[src/rtl/bitvote_pkg.sv]
package bitvote_pkg;

    localparam int unsigned VOTE_SAMPLES = 32;

    typedef enum logic [1:0] {
        TOL_NARROW = 2'd0,
        TOL_MID    = 2'd1,
        TOL_WIDE   = 2'd2,
        TOL_WIDEST = 2'd3
    } tol_e;

    typedef enum logic [1:0] {
        VERD_LOW  = 2'd0,
        VERD_HIGH = 2'd1,
        VERD_ERR  = 2'd2
    } verdict_e;

    typedef struct packed {
        logic valid;
        logic value;
        logic err;
    } bitres_t;

    // Largest number of disagreeing samples for a tolerance code,
    // scaled from the 32-sample base of 6/8/10/12.
    function automatic int unsigned tol_limit(input logic [1:0] sel,
                                              input int unsigned samples);
        return ((32'd6 + 32'd2 * 32'(sel)) * samples) / 32'd32;
    endfunction

endpackage

[src/rtl/bitvote_tally.sv]
module bitvote_tally #(
    parameter int unsigned SAMPLES = bitvote_pkg::VOTE_SAMPLES,
    localparam int unsigned CW     = $clog2(SAMPLES + 1)
) (
    input  logic          clk,
    input  logic          rst,
    input  logic          line_in,
    input  logic          smp_strobe,
    input  logic          win_start,
    output logic [CW-1:0] hi_cnt,
    output logic          win_full
);

    logic          armed;
    logic [CW-1:0] smp_cnt;

    always_ff @(posedge clk) begin
        if (rst) begin
            armed    <= 1'b0;
            smp_cnt  <= '0;
            hi_cnt   <= '0;
            win_full <= 1'b0;
        end else begin
            win_full <= 1'b0;
            if (win_start) begin
                armed   <= 1'b1;
                smp_cnt <= '0;
                hi_cnt  <= '0;
            end else if (armed && smp_strobe) begin
                smp_cnt <= smp_cnt + 1'b1;
                hi_cnt  <= hi_cnt + CW'(line_in);
                if (smp_cnt == CW'(SAMPLES - 1)) begin
                    win_full <= 1'b1;
                    armed    <= 1'b0;
                end
            end
        end
    end

endmodule

[src/rtl/bitvote_judge.sv]
module bitvote_judge #(
    parameter int unsigned SAMPLES = bitvote_pkg::VOTE_SAMPLES,
    localparam int unsigned CW     = $clog2(SAMPLES + 1)
) (
    input  logic [CW-1:0]         hi_cnt,
    input  logic [1:0]            tol_sel,
    output bitvote_pkg::verdict_e verdict
);
    import bitvote_pkg::*;

    logic [CW-1:0] lo_cnt;
    logic [CW-1:0] limit;

    always_comb begin
        lo_cnt = CW'(SAMPLES) - hi_cnt;
        limit  = CW'(tol_limit(tol_sel, SAMPLES));
        if (lo_cnt <= limit)
            verdict = VERD_HIGH;
        else if (hi_cnt <= limit)
            verdict = VERD_LOW;
        else
            verdict = VERD_ERR;
    end

endmodule

[src/rtl/bitvote_top.sv]
module bitvote_top #(
    parameter int unsigned SAMPLES = bitvote_pkg::VOTE_SAMPLES,
    localparam int unsigned CW     = $clog2(SAMPLES + 1)
) (
    input  logic       clk,
    input  logic       rst,
    input  logic       line_in,
    input  logic       smp_strobe,
    input  logic       win_start,
    input  logic [1:0] tol_sel,
    output logic       bit_valid,
    output logic       bit_value,
    output logic       bit_error
);
    import bitvote_pkg::*;

    logic [CW-1:0] hi_cnt;
    logic          win_full;
    verdict_e      verdict;
    bitres_t       res_q;

    bitvote_tally #(.SAMPLES(SAMPLES)) u_tally (
        .clk        (clk),
        .rst        (rst),
        .line_in    (line_in),
        .smp_strobe (smp_strobe),
        .win_start  (win_start),
        .hi_cnt     (hi_cnt),
        .win_full   (win_full)
    );

    bitvote_judge #(.SAMPLES(SAMPLES)) u_judge (
        .hi_cnt  (hi_cnt),
        .tol_sel (tol_sel),
        .verdict (verdict)
    );

    always_ff @(posedge clk) begin
        if (rst) begin
            res_q <= '0;
        end else begin
            res_q.valid <= win_full;
            if (win_full) begin
                res_q.value <= (verdict == VERD_HIGH);
                res_q.err   <= (verdict == VERD_ERR);
            end
        end
    end

    assign bit_valid = res_q.valid;
    assign bit_value = res_q.value;
    assign bit_error = res_q.err;

endmodule

[config.mk]
export PLATFORM = sky130hd
export DESIGN_NAME = bitvote_top
export DESIGN_NICKNAME = d
export VERILOG_FILES = /design/src/rtl/bitvote_pkg.sv /design/src/rtl/bitvote_tally.sv /design/src/rtl/bitvote_judge.sv /design/src/rtl/bitvote_top.sv
export SDC_FILE = /design/constraint.sdc
export NUM_CORES = 1
export LEC_CHECK = 0
export ABC_AREA = 1
export BUFFER_PORTS_ARGS = -buffer_cell sky130_fd_sc_hd__buf_2
export CORE_AREA = 2 2 49 51
export DETAILED_ROUTE_END_ITERATION = 10
export DIE_AREA = 0 0 51 53
export GPL_TIMING_DRIVEN = 0
export PLACE_DENSITY = 0.79
export SLEW_MARGIN = 40
export SYNTH_ARGS = -nofsm -noshare
export SYNTH_HDL_FRONTEND = slang
export SYNTH_HIERARCHICAL = 1
export SYNTH_SLANG_ARGS = --single-unit
[constraint.sdc]
create_clock -name clk -period 1.85 [get_ports clk]
set_input_delay 0.37 -clock clk [delete_from_list [all_inputs] [get_ports clk]]
set_output_delay 0.37 -clock clk [all_outputs]
set_load 0.01 [all_outputs]
==> flow_metrics.tcl, run 1 <==
set metrics [dict create \
    gp_congestion 0.711 \
    syn_area_per_cell_um2 6.78 \
    via_per_inst 4.84 \
    regArea_um2 350 \
    max-cap-violations 0 \
    synth_top_family_by_area "simple AND/OR/NAND/NOR gates" \
    syn_inst 155 \
    fillers 200 \
    port_buffers 9 \
    drv_slew 0 \
    synth_compound_area_share_pct 6.43 \
    r2r-end "bit_error" \
    hold_path.class "input port to flip-flop" \
    die_h_um 53 \
    antenna_cells 0 \
    finalCritPeriodShare_pct 97.3 \
    grt_first_pass_wirelength_um 3530 \
    dp_hpwl_um 1580 \
    slew_headroom_pct 85.2 \
    regToRegSetupSlack_ps 50 \
    clock_skew_ps 10.9 \
    synthAdderAreaFrac_pct 13.1 \
    numClockSinks 17 \
    hold_buffers 0 \
    max_freq_mhz 555 \
    grt_max_degree 11 \
    hold_violations 0 \
    drt-total-wl_um 2260 \
    yosys_register_bits 17 \
    die_area_um2 2700 \
    drtPass1Iterations 4 \
    ys_warn_count 6 \
    vias 987 \
    max_slew.worst_pin.slew_ps 220 \
    setup_tns_ps 0 \
    synth_xor_area_share_pct 1.67 \
    wl_per_cell_um 11.1 \
    finalPower_mw 0.676 \
    crit_fanout 3 \
    cts-root-buf "clkbuf_4" \
    drt_iter0_markers 15 \
    yosysSeqAreaShare_pct 32.4 \
    clk_latency_ps 290 \
    stdcell_area_um2 1290 \
    chipWidth_um 51 \
    io_pins 10 \
    antenna_found_initial 0 \
    rsz0062_at_grt "yes" \
    synthMuxAreaShare_pct 0 \
    multi_input_area_um2 662 \
    path_clk_slew_ps 100 \
    h-tree-depth 1 \
    post-route-drc-count 0 \
    hold_start "rst" \
    cts_buffers 3 \
    nets 195 \
    status "finished clean" \
    reg2reg_from "u_tally/hi_cnt[1]" \
    synthSimpleGateAreaFrac_pct 36.0 \
    area.growth.synth_to_final_pct 23.1 \
    start_util_pct 48.9 \
    post-route-min-period_ps 1800 \
    drtAntennaViolNets 0 \
    crit_required_ps 2050 \
    whs_endpoint "bit_valid" \
    setup_viol 0 \
    cts_tree "yes" \
    drive_above_1_share_pct 30.1 \
    peakVddDrop_uv 494 \
    grt_overflow_total 0 \
    first_global_vias 915 \
    hold_ws_ps 288 \
    p_leak_nw 0.636 \
    clock_path_buffers 2 \
    arrival_ps 2000 \
    placed_area_um2 1130 \
    syn_nets 173 \
    reg2reg_depth 15 \
    holdPathStages 2 \
    powerDensity_nw_per_um2 522 \
    core.rowCount 17 \
    start_kind "flip-flop" \
    path_class "flip-flop to flip-flop" \
    core-area_um2 2150 \
    grt_usage_pct 17.6 \
    endpoint_kind "flip-flop" \
    ys_types 20 \
    netlist_area_um2 1050 \
]
-- Yosys cell counts --
master	count	area share (%)
nor2_4	2	2.1
ha_1	11	13
nor2_2	5	3.0
o21ai_0	5	2.4
xnor2_1	2	1.7
nand2_4	1	1.1
nand4_1	2	1.2
clkinv_1	1	0.36
dfxtp_1	17	32
nand3_1	9	4.3
nor2_1	26	9.3
buf_2	1	0.48
inv_1	24	8.6
o21a_1	1	0.71
nor3_1	3	1.4
nand3b_1	1	0.71
nand2_2	3	1.8
nand2_1	31	11
a21oi_1	7	3.3
inv_2	3	1.1
-- cells by family (layout without fill, tap and decap cells) --
kind of cell | Yosys count | in the layout
and+or+nand+nor | 83 | 83
xor gates and xnor gates | 2 | 2
AOI/OAI and AO/OA | 13 | 13
DFF | 17 | 17
adders and majority gates | 11 | 11
buffers and inverters | 29 | 50
-- worst max path at each step --
stage / cells past startpoint / end / start / slack [ps]
floorplan: 16 / bit_error / u_tally/hi_cnt[1] / 20
global placement: 16 / bit_error / u_tally/hi_cnt[1] / -80
detailed placement: 16 / bit_error / u_tally/hi_cnt[1] / -170
CTS: 17 / bit_error / u_tally/hi_cnt[2] / -20
global route: 15 / bit_value / u_tally/hi_cnt[1] / -70
finish: 15 / bit_error / u_tally/hi_cnt[1] / 50
-- cell usage in the layout, fill, tap and decap left out --
cell type / netlist / final
nor3_1: 3 / 3
clkinv_2: 0 / 2
nor2_2: 5 / 5
dfxtp_2: 0 / 2
nor2_4: 2 / 3
inv_4: 0 / 1
inv_2: 3 / 4
nand2_2: 3 / 7
nand4_1: 2 / 2
inv_1: 24 / 22
dfxtp_4: 0 / 2
ha_4: 0 / 2
clkbuf_4: 0 / 3
nor2_1: 26 / 25
o21a_1: 1 / 1
nand2_4: 1 / 1
nand3b_1: 1 / 1
buf_4: 0 / 8
ha_1: 11 / 9
buf_2: 1 / 10
dfxtp_1: 17 / 13
nand2_1: 31 / 27
nand3_1: 9 / 9
o21ai_0: 5 / 5
a21oi_2: 0 / 1
a21oi_1: 7 / 6
xnor2_2: 0 / 2
-- through the flow --
step / worst slack [ps] / utilization [%] / cells
after floorplan: 24.4 / - / 155
after global placement: -79.1 / 52.7 / 192
after detailed placement: -170 / 52.7 / 192
after CTS: -15.5 / 57.4 / 201
after global routing: -71.5 / 60.2 / 204
final: 49.2 / 60.2 / 204
-- state kept, by name, summed over array words and instances (netlist names) --
signal / flops
u_tally/armed: 1
bit_valid: 1
bit_value: 1
u_tally/win_full: 1
bit_error: 1
u_tally/smp_cnt: 6
u_tally/hi_cnt: 6
-- per-layer routing --
layer / up-vias / GRT usage (%) / routed length (um) / part of all wire, %
met5: - / 0 / 0 / 0
met4: 0 / 11.3 / 44 / 2.0
met3: 6 / 1.69 / 31 / 1.4
met2: 7 / 35.7 / 1280 / 57
met1: 452 / 16.6 / 894 / 40
li1: 522 / - / - / -
-- critical path, cell delays in order (launching register included) --
cell,delay (ps)
dfxtp_4,380
inv_2,60
ha_4,160
xnor2_2,130
ha_1,290
nand2_2,70
clkinv_2,60
nand2_2,70
nand2_2,50
nand2_2,60
nand2_2,60
nor2_4,100
buf_4,120
nor2_2,30
nand2_1,50
nand2_1,40
-- final cells by class --
cell class                      count  share of cell area [%]
Sequential cell                    17                    27.1
Timing Repair Buffer               17                    8.12
Buffer                              1                   0.387
Clock inverter                      1                   0.387
Clock buffer                        3                    1.74
Inverter                           28                    8.41
Tap cell                           28                    2.71
Multi-Input combinational cell    109                    51.2
-- where the power goes --
| group | internal [mW] | switching [mW] |
|---|---|---|
| combinational | 0.0487 | 0.0620 |
| sequential | 0.367 | 0.00405 |
| clock | 0.0803 | 0.113 |
-- what timing repair did --
action	CTS	global route
buffers inserted	5	3
resized for setup	11	11
endpoints found under the setup margin	2	2
pin swaps	9	3
Power figures use the tool's default switching activity.
==> run 2: changes to the inputs <==
Settings changed: CTS_BUF_LIST set to sky130_fd_sc_hd__clkbuf_4 sky130_fd_sc_hd__clkbuf_8 sky130_fd_sc_hd__clkbuf_16, RECOVER_POWER set to 50.
==> run 2 against run 1 <==
Die area unchanged. Clock power about the same. Critical endpoint unchanged. Highest routed layer unchanged. Combinational power about the same. Maximum frequency about the same. Largest cell class unchanged.
==> flow_metrics.tcl, run 2 (synthesis results as in run 1) <==
set metrics [dict create \
    status "finished clean" \
    crit_chain "inv_2 > ha_4 > xnor2_2 > ha_1 > nand2_2 > clkinv_2 > nand2_2 > nand2_2 > nand2_2 > nand2_2 > nor2_4 > buf_4 > nor2_2 > nand2_1 > nand2_1" \
    nets 195 \
    setup_slack_ps 48.0 \
    whs_endpoint "u_tally/armed" \
    swShare_pct 26.5 \
    start_util_pct 48.9 \
    clk_latency_ps 290 \
    io_pins 10 \
    reg2reg_from "u_tally/hi_cnt[1]" \
    setup_viol 0 \
    crit_start "u_tally/hi_cnt[1]" \
    layout_common_cells "28 x nand2_1, 27 x nor2_1, 23 x inv_1" \
    crit_fanout 3 \
    peakVddDrop_uv 496 \
    drt-total-wl_um 2300 \
    arrival_ps 2000 \
    setup_tns_ps 0 \
    hold_buffers 0 \
    p_sw_mw 0.179 \
    pwr-share-comb_pct 16.1 \
    place_ws_ps -170 \
    reg2reg_depth 15 \
    clock_skew_ps 10.4 \
    cts_buffers 3 \
    slowest_delay_ps 380 \
    core.rowCount 17 \
    powerDensity_nw_per_um2 529 \
    wl_per_cell_um 11.3 \
    die_area_um2 2700 \
    drt_iter0_markers 9 \
    stdcell_area_um2 1270 \
    max-cap-violations 0 \
    post-route-drc-count 0 \
    r2r-end "bit_error" \
    via_per_inst 4.87 \
    regToRegSetupSlack_ps 50 \
    drtPass1Iterations 5 \
    port_buffers 9 \
    holdPathStages 2 \
    seq_power_share_pct 55.0 \
    final_cell_count_no_fill 204 \
    hold_violations 0 \
    grt_max_degree 11 \
    fin_util_pct 59.3 \
    post-route-min-period_ps 1800 \
    placed_area_um2 1130 \
    vias 994 \
    grt_usage_pct 17.6 \
    max_freq_mhz 555 \
    hold_ws_ps 284 \
    h-tree-depth 1 \
    clock_path_buffers 2 \
    hold_path.class "input port to flip-flop" \
    finalPower_mw 0.674 \
    cpLargestDelayFamily "simple AND/OR/NAND/NOR gates" \
    core-area_um2 2150 \
    largestRegisters "u_tally/hi_cnt: 6 flops, u_tally/smp_cnt: 6 flops" \
    numClockSinks 17 \
    drtAntennaViolNets 0 \
    layout_commonest_cell "nand2_1" \
    dp.cells 192 \
    crit_required_ps 2050 \
    grt_overflow_total 0 \
    cts_tree "yes" \
    dp_hpwl_um 1580 \
    gp_congestion 0.711 \
    chipWidth_um 51 \
    clock_power_share_pct 28.9 \
    start_kind "flip-flop" \
    drive_above_1_share_pct 27.3 \
    grt_first_pass_wirelength_um 3530 \
    max_slew.worst_pin.slew_ps 309 \
    crit_slowest_cell "dfxtp_4" \
    finalCritPeriodShare_pct 97.4 \
    antenna_found_initial 0 \
    first_global_vias 915 \
    path_class "flip-flop to flip-flop" \
    p_int_mw 0.496 \
    cts-root-buf "clkbuf_4" \
    critPathBufInv 3 \
    hold_start "rst" \
    endpoint_kind "flip-flop" \
    drv_slew 0 \
    p_leak_nw 0.628 \
    rsz0062_at_grt "yes" \
    area.growth.synth_to_final_pct 21.3 \
    cpMostUsedCell "nand2_2" \
    antenna_cells 0 \
    slew_headroom_pct 79.4 \
    path_clk_slew_ps 100 \
    die_h_um 53 \
]
==> run 2: cell count changes in the layout (fill, tap and decap cells not counted), sizes merged <==
cell	change
clkbuf	+1
buf	-1
==> run 2: per-layer routing <==
metal  up-vias  wire length, um  GRT usage (%)
li1        521                -              -
met1       442              905           16.6
met2        21             1280           35.7
met3        10               59           1.69
met4         0               57           11.3
met5         -                0              0
==> run 2: layout make-up <==
| cell class | instances | area [um^2] |
|---|---|---|
| inverters | 28 | 109 |
| clock inverters | 1 | 5.00 |
| flip-flops and latches | 17 | 350 |
| multi-input cells | 109 | 644 |
| repair buffers | 17 | 104 |
| clock buffers | 3 | 22.5 |
| well taps | 28 | 35.0 |
| fillers | 206 | 873 |
| plain buffers | 1 | 5.00 |
==> run 2: what timing repair did <==
item                                   in CTS  in global routing
buffers inserted                            5                  3
gates cloned                                0                  0
pin swaps                                   9                  3
gates resized for setup                    11                 11
setup endpoints to repair                   2                  2
endpoints found under the hold margin       0                  0
==> run 2: worst max path at each step <==
stage | end | cells after the start | slack, ps
2_1_floorplan | bit_error | 16 | 20
3_3_place_gp | bit_error | 16 | -80
3_5_place_dp | bit_error | 16 | -170
4_1_cts | bit_error | 17 | -20
5_1_grt | bit_value | 15 | -70
6_report | bit_error | 15 | 50
==> run 2: power by group through the flow <==
stage	Clock (mW)	Combinational [mW]	Sequential, mW
6_report	0.195	0.109	0.371
5_1_grt	0.221	0.118	0.371
4_1_cts	0.201	0.0942	0.371
3_5_place_dp	0	0.0847	0.382
3_3_place_gp	0	0.0780	0.382
2_1_floorplan	0	0.0616	0.381
==> run 3: changes to the inputs <==
Settings changed: CTS_BUF_LIST sky130_fd_sc_hd__clkbuf_4 sky130_fd_sc_hd__clkbuf_8 sky130_fd_sc_hd__clkbuf_16 to unset, SKIP_CTS_REPAIR_TIMING set to 1.
==> run 3 against run 2 <==
The run now ends with negative setup slack left. Combinational power shrank 7%. Sequential power is essentially flat. Clock power about the same. Register-to-register slack worse by 80 ps. Non-clock buffer count shrank 1. Highest routed layer unchanged.
==> flow_metrics.tcl, run 3 (synthesis results as in run 1) <==
set metrics [dict create \
    status "finished, violations left" \
    violations "negative setup slack" \
    first_global_vias 860 \
    rsz0062_at_grt "yes" \
    clk_latency_ps 290 \
    cpMostUsedCell "nand2_2" \
    drtAntennaViolNets 0 \
    drt-total-wl_um 2220 \
    regArea_um2 350 \
    start_kind "flip-flop" \
    drtPass1Iterations 4 \
    post-route-drc-count 0 \
    setup_viol 2 \
    max_freq_mhz 533 \
    layout_common_cells "30 x nand2_1, 27 x nor2_1, 23 x inv_1" \
    die_h_um 53 \
    antenna_found_initial 0 \
    arrival_ps 2070 \
    peakVddDrop_uv 513 \
    p_leak_nw 0.626 \
    grt_max_degree 11 \
    drt_iter0_markers 10 \
    path_clk_slew_ps 100 \
    crit_chain "inv_2 > nand2_2 > xnor2_2 > inv_1 > ha_4 > nand2_2 > inv_2 > nand2_1 > nand2_1 > nand2_2 > nand2_2 > nor2_4 > buf_4 > a21oi_2 > nor2_1" \
    drive_above_1_share_pct 25.7 \
    clock_path_buffers 2 \
    port_buffers 9 \
    drv_slew 0 \
    endpoint_kind "flip-flop" \
    slowest_delay_ps 330 \
    core.rowCount 17 \
    gp_congestion 0.711 \
    grt_first_pass_wirelength_um 3190 \
    crit_slowest_cell "dfxtp_2" \
    vias 977 \
    die_area_um2 2700 \
    start_util_pct 48.9 \
    cts_tree "yes" \
    nets 194 \
    post-route-min-period_ps 1880 \
    numClockSinks 17 \
    powerDensity_nw_per_um2 528 \
    dp_hpwl_um 1580 \
    finalPower_mw 0.665 \
    grt_usage_pct 15.8 \
    path_class "flip-flop to flip-flop" \
    antenna_cells 0 \
    setup_slack_ps -27.8 \
    via_per_inst 4.81 \
    clock_skew_ps 11.2 \
    grt_overflow_total 0 \
    max-cap-violations 0 \
    max_slew.worst_pin.slew_ps 299 \
    fillers 215 \
    hold_ws_ps 288 \
    cts-root-buf "clkbuf_4" \
    io_pins 10 \
    area.growth.synth_to_final_pct 19.8 \
    layout_commonest_cell "nand2_1" \
    chipWidth_um 51 \
    finalCritPeriodShare_pct 102 \
    h-tree-depth 1 \
    largestRegisters "u_tally/hi_cnt: 6 flops, u_tally/smp_cnt: 6 flops" \
    wl_per_cell_um 10.9 \
    crit_required_ps 2040 \
    cts_buffers 3 \
    core-area_um2 2150 \
    slew_headroom_pct 80.0 \
    hold_path.class "input port to flip-flop" \
    hold_violations 0 \
    multi_input_area_um2 639 \
    crit_fanout 6 \
]
[run 3: cell type report]
type                            count  share of cell area (%)
Multi-Input combinational cell    109                    50.8
Sequential cell                    17                    27.8
Inverter                           28                    8.35
Timing Repair Buffer               16                    7.65
Tap cell                           28                    2.78
Clock buffer                        3                    1.79
Clock inverter                      1                   0.398
Buffer                              1                   0.398
[run 3: final timing paths]
path	from	end	slack (ps)	depth (start not counted)
setup reg to reg	u_tally/hi_cnt[0]	bit_value	-30	15
hold reg to reg	u_tally/armed	u_tally/armed	490	2
hold / removal	rst	bit_valid	290	2
setup / recovery	u_tally/hi_cnt[0]	bit_value	-30	15
[run 3: critical path, delay by kind of cell, from the launching register on]
kind | cells | cell delay, ps
compound gates | 1 | 120
flops | 1 | 330
xor+xnor | 1 | 160
fa+ha+maj | 1 | 280
simple gates | 8 | 500
buf+inv | 4 | 400
[run 3: metal layers]
metal | share of wire [%] | vias up | track usage [%]
met2 | 56 | 11 | 31.4
met5 | 0 | - | 0
met4 | 2.0 | 0 | 11.3
met3 | 1.7 | 6 | 1.69
met1 | 40 | 441 | 15.0
li1 | - | 519 | -
[run 3: report_power, final]
part	switching (mW)	leakage, nW	total, mW	internal (mW)
combinational	0.0578	0.468	0.101	0.0427
clock	0.113	0.0177	0.194	0.0803
sequential	0.00334	0.140	0.371	0.367
[run 3: metrics by stage]
step,std cells,TNS (ps),utilization (%),worst slack (ps),area [um^2]
final,203,-49.6,58.6,-27.8,1260
after global routing,203,-354,58.6,-187,1260
after CTS,196,-321,53.9,-172,1160
after detailed placement,192,-313,52.7,-170,1130
after global placement,192,-147,52.7,-79.1,1130
after floorplan,155,0,-,24.4,1050
